### config.mk
export PLATFORM = sky130hd
export DESIGN_NAME = page_slot_mapper
export DESIGN_NICKNAME = d
export VERILOG_FILES = /design/src/rtl/slotmap_pkg.sv /design/src/rtl/slotmap_cfg_reg.sv /design/src/rtl/slotmap_page_mux.sv /design/src/rtl/slotmap_slot_dec.sv /design/src/rtl/page_slot_mapper.sv
export SDC_FILE = /design/constraint.sdc
export NUM_CORES = 1
export LEC_CHECK = 0
export ABC_CLOCK_PERIOD_IN_PS = 1000
export BUFFER_PORTS_ARGS = -buffer_cell sky130_fd_sc_hd__buf_2
export CAP_MARGIN = 20
export CORE_AREA = 3 3 40 42
export DETAILED_ROUTE_END_ITERATION = 12
export DIE_AREA = 0 0 43 45
export PLACE_DENSITY = 0.66
export SETUP_SLACK_MARGIN = 0.15
export SYNTH_ARGS = -nofsm -noshare
export SYNTH_HDL_FRONTEND = slang
export SYNTH_SLANG_ARGS = --single-unit
### constraint.sdc
create_clock -name clk -period 1 [get_ports clk]
set_input_delay 0.05 -clock clk [delete_from_list [all_inputs] [get_ports clk]]
set_output_delay 0.05 -clock clk [all_outputs]
set_load 0.005 [all_outputs]
### src/rtl/slotmap_pkg.sv
package slotmap_pkg;
   // bus strobes of one memory cycle, all active low
   typedef struct packed {
      logic mreq_n;
      logic rd_n;
      logic wr_n;
      logic rfsh_n;
   } bus_cyc_t;

   // width of the whole map register for a given page count and field width
   function automatic int map_width(input int pages, input int slot_w);
      return pages * slot_w;
   endfunction
endpackage

### src/rtl/slotmap_cfg_reg.sv
module slotmap_cfg_reg #(
   parameter int W         = 8,
   parameter logic [W-1:0] RESET_VAL = '0
) (
   input  logic         clk,
   input  logic         rst_n,
   input  logic         we,
   input  logic [W-1:0] wdata,
   output logic [W-1:0] q
);
   generate
      if (W < 1) begin : g_bad_w
         $error("slotmap_cfg_reg: W must be positive");
      end
   endgenerate

   always_ff @(posedge clk or negedge rst_n) begin
      if (!rst_n)  q <= RESET_VAL;
      else if (we) q <= wdata;
   end
endmodule

### src/rtl/slotmap_page_mux.sv
module slotmap_page_mux #(
   parameter int PAGES  = 4,
   parameter int SLOT_W = 2,
   localparam int PG_W  = (PAGES > 1) ? $clog2(PAGES) : 1,
   localparam int MAP_W = PAGES * SLOT_W
) (
   input  logic [MAP_W-1:0]  map,
   input  logic [PG_W-1:0]   page,
   output logic [SLOT_W-1:0] slot
);
   logic [SLOT_W-1:0] field [PAGES];

   generate
      if ((1 << PG_W) != PAGES) begin : g_bad_pages
         $error("slotmap_page_mux: PAGES must be a power of two");
      end
      for (genvar p = 0; p < PAGES; p++) begin : g_field
         assign field[p] = map[p*SLOT_W +: SLOT_W];
      end
   endgenerate

   assign slot = field[page];
endmodule

### src/rtl/slotmap_slot_dec.sv
module slotmap_slot_dec #(
   parameter int SLOT_W      = 2,
   parameter bit GATE_RFSH   = 1'b1,
   localparam int SLOTS      = 1 << SLOT_W
) (
   input  slotmap_pkg::bus_cyc_t cyc,
   input  logic [SLOT_W-1:0]     slot,
   output logic [SLOTS-1:0]      sel_n
);
   logic strobe;
   logic cycle_ok;

   assign strobe = !cyc.mreq_n && (!cyc.rd_n || !cyc.wr_n);

   generate
      if (GATE_RFSH) begin : g_rfsh_gate
         assign cycle_ok = strobe && cyc.rfsh_n;
      end else begin : g_no_rfsh_gate
         assign cycle_ok = strobe;
      end
      for (genvar s = 0; s < SLOTS; s++) begin : g_sel
         assign sel_n[s] = !(cycle_ok && (slot == SLOT_W'(s)));
      end
   endgenerate
endmodule

### src/rtl/page_slot_mapper.sv
module page_slot_mapper #(
   parameter int PAGES     = 4,
   parameter int SLOT_W    = 2,
   parameter bit GATE_RFSH = 1'b1,
   localparam int PG_W     = (PAGES > 1) ? $clog2(PAGES) : 1,
   localparam int MAP_W    = PAGES * SLOT_W,
   localparam int SLOTS    = 1 << SLOT_W
) (
   input  logic             clk,
   input  logic             rst_n,
   input  logic [PG_W-1:0]  page_addr,
   input  logic             mreq_n,
   input  logic             rd_n,
   input  logic             wr_n,
   input  logic             rfsh_n,
   input  logic             map_we,
   input  logic [MAP_W-1:0] map_wdata,
   output logic [MAP_W-1:0] map_rdata,
   output logic [SLOTS-1:0] slot_sel_n
);
   import slotmap_pkg::*;

   generate
      if (MAP_W != map_width(PAGES, SLOT_W)) begin : g_bad_map
         $error("page_slot_mapper: map width mismatch");
      end
      if (PAGES < 2) begin : g_bad_pages
         $error("page_slot_mapper: at least two pages required");
      end
   endgenerate

   bus_cyc_t          cyc;
   logic [SLOT_W-1:0] cur_slot;

   assign cyc = '{mreq_n: mreq_n, rd_n: rd_n, wr_n: wr_n, rfsh_n: rfsh_n};

   // map register, cleared to slot 0 for every page
   slotmap_cfg_reg #(.W(MAP_W), .RESET_VAL('0)) u_map (
      .clk   (clk),
      .rst_n (rst_n),
      .we    (map_we),
      .wdata (map_wdata),
      .q     (map_rdata)
   );

   p_load_r2: assert property (@(posedge clk) disable iff (!rst_n)
      map_we |=> (map_rdata == $past(map_wdata)));
   p_hold_r2: assert property (@(posedge clk) disable iff (!rst_n)
      !map_we |=> $stable(map_rdata));

   // per-page field selection
   slotmap_page_mux #(.PAGES(PAGES), .SLOT_W(SLOT_W)) u_mux (
      .map  (map_rdata),
      .page (page_addr),
      .slot (cur_slot)
   );

   // strobe-gated one-hot decode
   slotmap_slot_dec #(.SLOT_W(SLOT_W), .GATE_RFSH(GATE_RFSH)) u_dec (
      .cyc   (cyc),
      .slot  (cur_slot),
      .sel_n (slot_sel_n)
   );

   p_single_sel_r6: assert property (@(posedge clk) disable iff (!rst_n)
      $onehot0(~slot_sel_n));
   p_idle_r4: assert property (@(posedge clk) disable iff (!rst_n)
      (mreq_n || (rd_n && wr_n)) |-> (&slot_sel_n));
   p_refresh_r5: assert property (@(posedge clk) disable iff (!rst_n)
      (GATE_RFSH && !rfsh_n) |-> (&slot_sel_n));
   p_active_r4: assert property (@(posedge clk) disable iff (!rst_n)
      (!mreq_n && !rd_n && rfsh_n) |-> ($countones(~slot_sel_n) == 1));
endmodule

Yosys cells after proc, flatten, opt, wreduce, memory -nomap -nowiden
Index checks and enable logic that the tools add are counted.
{ "word_totals": {"regBits": 8, "input_bits": 17, "out_inout_bits": 12, "wordCells": 24} }
{ "op_classes": {"n_lt_le_gt_ge": 1, "eq_ne": 3, "muxes": 3, "n_bitwise": 1, "n_reduce_logical": 15} }
{ "ops": {"columns": ["operator", "n"], "rows": [
  ["1-bit zero test", 7],
  ["1-bit logical AND", 6],
  ["2-bit binary-select mux with 2-bit select", 1],
  ["2-bit == test, second input constant", 2],
  ["2-bit 2-to-1 mux", 2],
  ["3-bit greater-or-equal comparator, second input constant", 1],
  ["2-bit NOT with 3-bit output", 1],
  ["2-bit by 1-bit == test with 1-bit output, second input constant", 1],
  ["2-bit zero test", 1],
  ["1-bit logical OR", 1]
]} }

Longest topological paths before layout
{ "logic_depth": {"depth_word": 7, "depth_mapped": 4, "mapped_depth_nobuf": 3} }

Cells and area by module
A second synthesis with hierarchy kept.
{ "unflattened": {"cells_unflattened": 26, "area_unflattened_um2": 434.2} }
{ "by_module_without_submodules": {"columns": ["mod", "n_inst", "cells_each", "area_each_um2", "seq_area_each_um2"], "rows": [
  ["slotmap_cfg_reg", 1, 17, 331.6, 200.2],
  ["slotmap_page_mux", 1, 2, 52.6, 0.0],
  ["slotmap_slot_dec", 1, 7, 50.0, 0.0]
]} }

Least setup slack after synthesis
OpenSTA, ideal clock, no wires.
{ "synth_timing": {"path_type": "reg2out", "start": "reg u_map.q[6]", "end": "out slot_sel_n[3]", "arrival_time_ps": 994, "required_ps": 950, "path_slack_ps": -44, "stages_incl_launch_ff": 4, "n_path_buf": 0, "path_cell_list": "dfrtp_1 mux2_1 and3_1 o21ai_1"} }
{ "synth_between": {"elab_chain_len": 6} }
{ "synth_lines": {"columns": ["item", "line_no", "rtl"], "rows": [
  ["from (decl)", "slotmap_cfg_reg.sv:9", "output logic [W-1:0] q"],
  ["from (signal assigned)", "slotmap_cfg_reg.sv:19", "else if (we) q <= wdata;"],
  ["2-bit binary-select mux with 2-bit select", "slotmap_page_mux.sv:22", "assign slot = field[page];"],
  ["2-bit 2-to-1 mux (implied by the code) (2 in a row)", "slotmap_page_mux.sv:22", null],
  ["2-bit == test", "slotmap_slot_dec.sv:22", "assign sel_n[s] = !(cycle_ok && (slot == SLOT_W'(s)));"],
  ["1-bit logical AND", "slotmap_slot_dec.sv:22", null],
  ["1-bit zero test", "slotmap_slot_dec.sv:22", null],
  ["to (decl)", "page_slot_mapper.sv:19", "output logic [SLOTS-1:0] slot_sel_n"]
]} }
No other way between the ends. The select of a mux whose other input is x is not followed.

Worst setup path in the final report
{ "layout_timing": {"start": "reg u_map.q[1]", "end": "out slot_sel_n[2]"} }
Same word-level chain as after synthesis.

==> metrics.cfg <==
[run_status]
status = finished with violations
violations = negative setup slack

[drt]
drt_pre_antenna_iters = 2
drcViolationCount = 0
detail-route-antenna-nets = 0
vias_per_cell = 4.67
wire_per_inst_um = 14.0
routed_wl_mm = 1.36
first_iter_violations = 5
vias = 453

[die]
die-height_um = 45
dieArea_um2 = 1940
io-pin-count = 29
floorplan.initialDensity = 0.348
fp.coreArea_um2 = 1280
die-width_um = 43
row_count = 13

[placement]
io_buffer_count = 28
dp_cells = 89
hpwl_um = 912
gp_congestion = 0.668

[layout]
area_delta_synth_final_pct = 101
top_register = u_map.q
stdcell_count = 97
layout_commonest_cell = buf_2
fillers = 102
fin_nets = 101
final_cell_mix = buf_2 (21), buf_6 (17), mux2_4 (10), dfrtp_1 (8), buf_4 (4)
largest_register_ffs = 8
drive_above_1_share = 0.793
n_antenna_cell = 0
final_util = 0.697
largest_registers = u_map.q x8

[logic_synthesis]
ys_seq_area_frac = 0.448
syn_inst = 38
synth_top_area_cell = dfrtp_1
yosysUniqueCellTypes = 12
synth_warnings = 0
syn_nets = 55
synthTopCellsByArea = dfrtp_1 (45%), mux2_1 (23%), mux2i_1 (6.7%)
netlist_area_um2 = 447
syn_area_per_cell_um2 = 11.8
synth_seq_cells = 8
synth.top_cell.area_share = 0.448

[sta]
layout_setup_ws_ns = -0.368
finalHoldViolations = 0
rsz0062_at_grt = true
finalCriticalPeriod_ns = 1.37
period_share = 1.37
tightestPinTransition_ns = 0.251
slew_violations = 0
setup_viol = 8
slew-limit-headroom = 0.828
fmax_mhz = 731
skew_ns = 0

[global_routing]
antenna_found_initial = 0
grt_max_degree = 9
grt.overflow.total = 0
first_global_vias = 464
grt_pass1_wl_mm = 2.08
grt_usage = 0.156

[cts]
path_clk_slew_ns = 0.06
htree_levels = 1
cts_root_buf = clkbuf_4
cts_buffers = 3
cts.path.max_buffers = 2
clk-insertion-delay-late_ns = 0.25
cts_tree = done
cts.sink_count = 8

[power_and_ir_drop]
p_leak_nw = 0.446
p_per_area_nw_per_um2 = 1170
peakVddDrop_mv = 0.784

[critical_path]
cp-start-kind = flip-flop
worstReg2RegStart = u_map.q[1]
end_kind = output port
cp_max_fo = 4
worstPathArrival_ns = 1.32
cp-startpoint = u_map.q[1]
critPathRequiredTime_ns = 0.95
worst-setup-path-type = flip-flop to output port

[worst_hold_path]
worstHoldPathType = primary input to flip-flop
hp-start = map_wdata[0]

[job]
max_cap_viol_count = 0

==> metal layers <==
metal / share of wire / global-route usage / up-vias
met5: 0 / 0 / -
met1: 0.41 / 0.190 / 206
met2: 0.52 / 0.246 / 17
met4: 0.021 / 0.108 / 0
li1: - / - / 227
met3: 0.047 / 0.0359 / 3
==> synth_stat cells (all sizes together) <==
master	count
nor3b	2
mux2	10
inv	2
and3	3
buf	2
nor3	3
mux2i	3
dfrtp	8
o21ai	4
a211oi	1
==> cell families after synthesis <==
group                  Yosys count  synth area share
AOI/OAI and AO/OA                5            0.0616
buffers and inverters            4            0.0532
DFF                              8             0.448
muxes                           13             0.328
and+or+nand+nor                  8             0.109
==> critical path, stage by stage, from the launching register on <==
cell and delay [ns]:
dfrtp_1 0.40, mux2i_2 0.23, buf_4 0.16, nor3b_2 0.04, o21ai_2 0.12, buf_2 0.12
==> path summary, 6_finish.rpt <==
| kind | end | slack [ns] | cells past startpoint |
|---|---|---|---|
| min | u_map.q[0] | 0.02 | 2 |
| max | slot_sel_n[2] | -0.37 | 5 |
| max reg2reg | u_map.q[1] | 0 | 3 |
| min in group asynchronous | u_map.q[0] | 0.17 | 2 |
| max in group asynchronous | u_map.q[3] | 0.66 | 2 |
| min reg2reg | u_map.q[3] | 0.61 | 2 |
==> per-stage QoR <==
step | power (mW) | setup slack (ns) | area [um2] | TNS (ns) | hold WS [ns]
after floorplan | 0.500 | 0.0173 | 473 | 0 | -0.246
after global placement | 0.636 | -0.104 | 691 | -0.346 | -0.102
after detailed placement | 0.644 | -0.126 | 691 | -0.445 | -0.0968
after CTS | 1.00 | -0.366 | 827 | -1.45 | 0.000809
after global routing | 1.12 | -0.464 | 896 | -2.01 | 0.0122
final | 1.05 | -0.368 | 896 | -1.52 | 0.0215
==> where the power goes <==
group	total, mW	internal (mW)	switching, mW
clock	0.249	0.137	0.112
combinational	0.417	0.275	0.142
sequential	0.386	0.357	0.0288
total	1.05	0.769	0.283
==> area by class of cell <==
type / instances / area, um2 / area share
sequential: 8 / 200 / 0.223
tap: 15 / 18.8 / 0.0209
timing repair buffer: 43 / 337 / 0.376
clock buffer: 3 / 22.5 / 0.0251
multi-input combinational: 26 / 310 / 0.346
inverter: 2 / 7.51 / 0.00838
==> timing repair <==
item,CTS,global route
setup buffers,2,2
pin swaps,2,0
hold endpoints to repair,8,0
endpoints found under the setup margin,20,20
resized for setup,20,11
hold buffers,1,0
(Power assumes the default switching activity.)
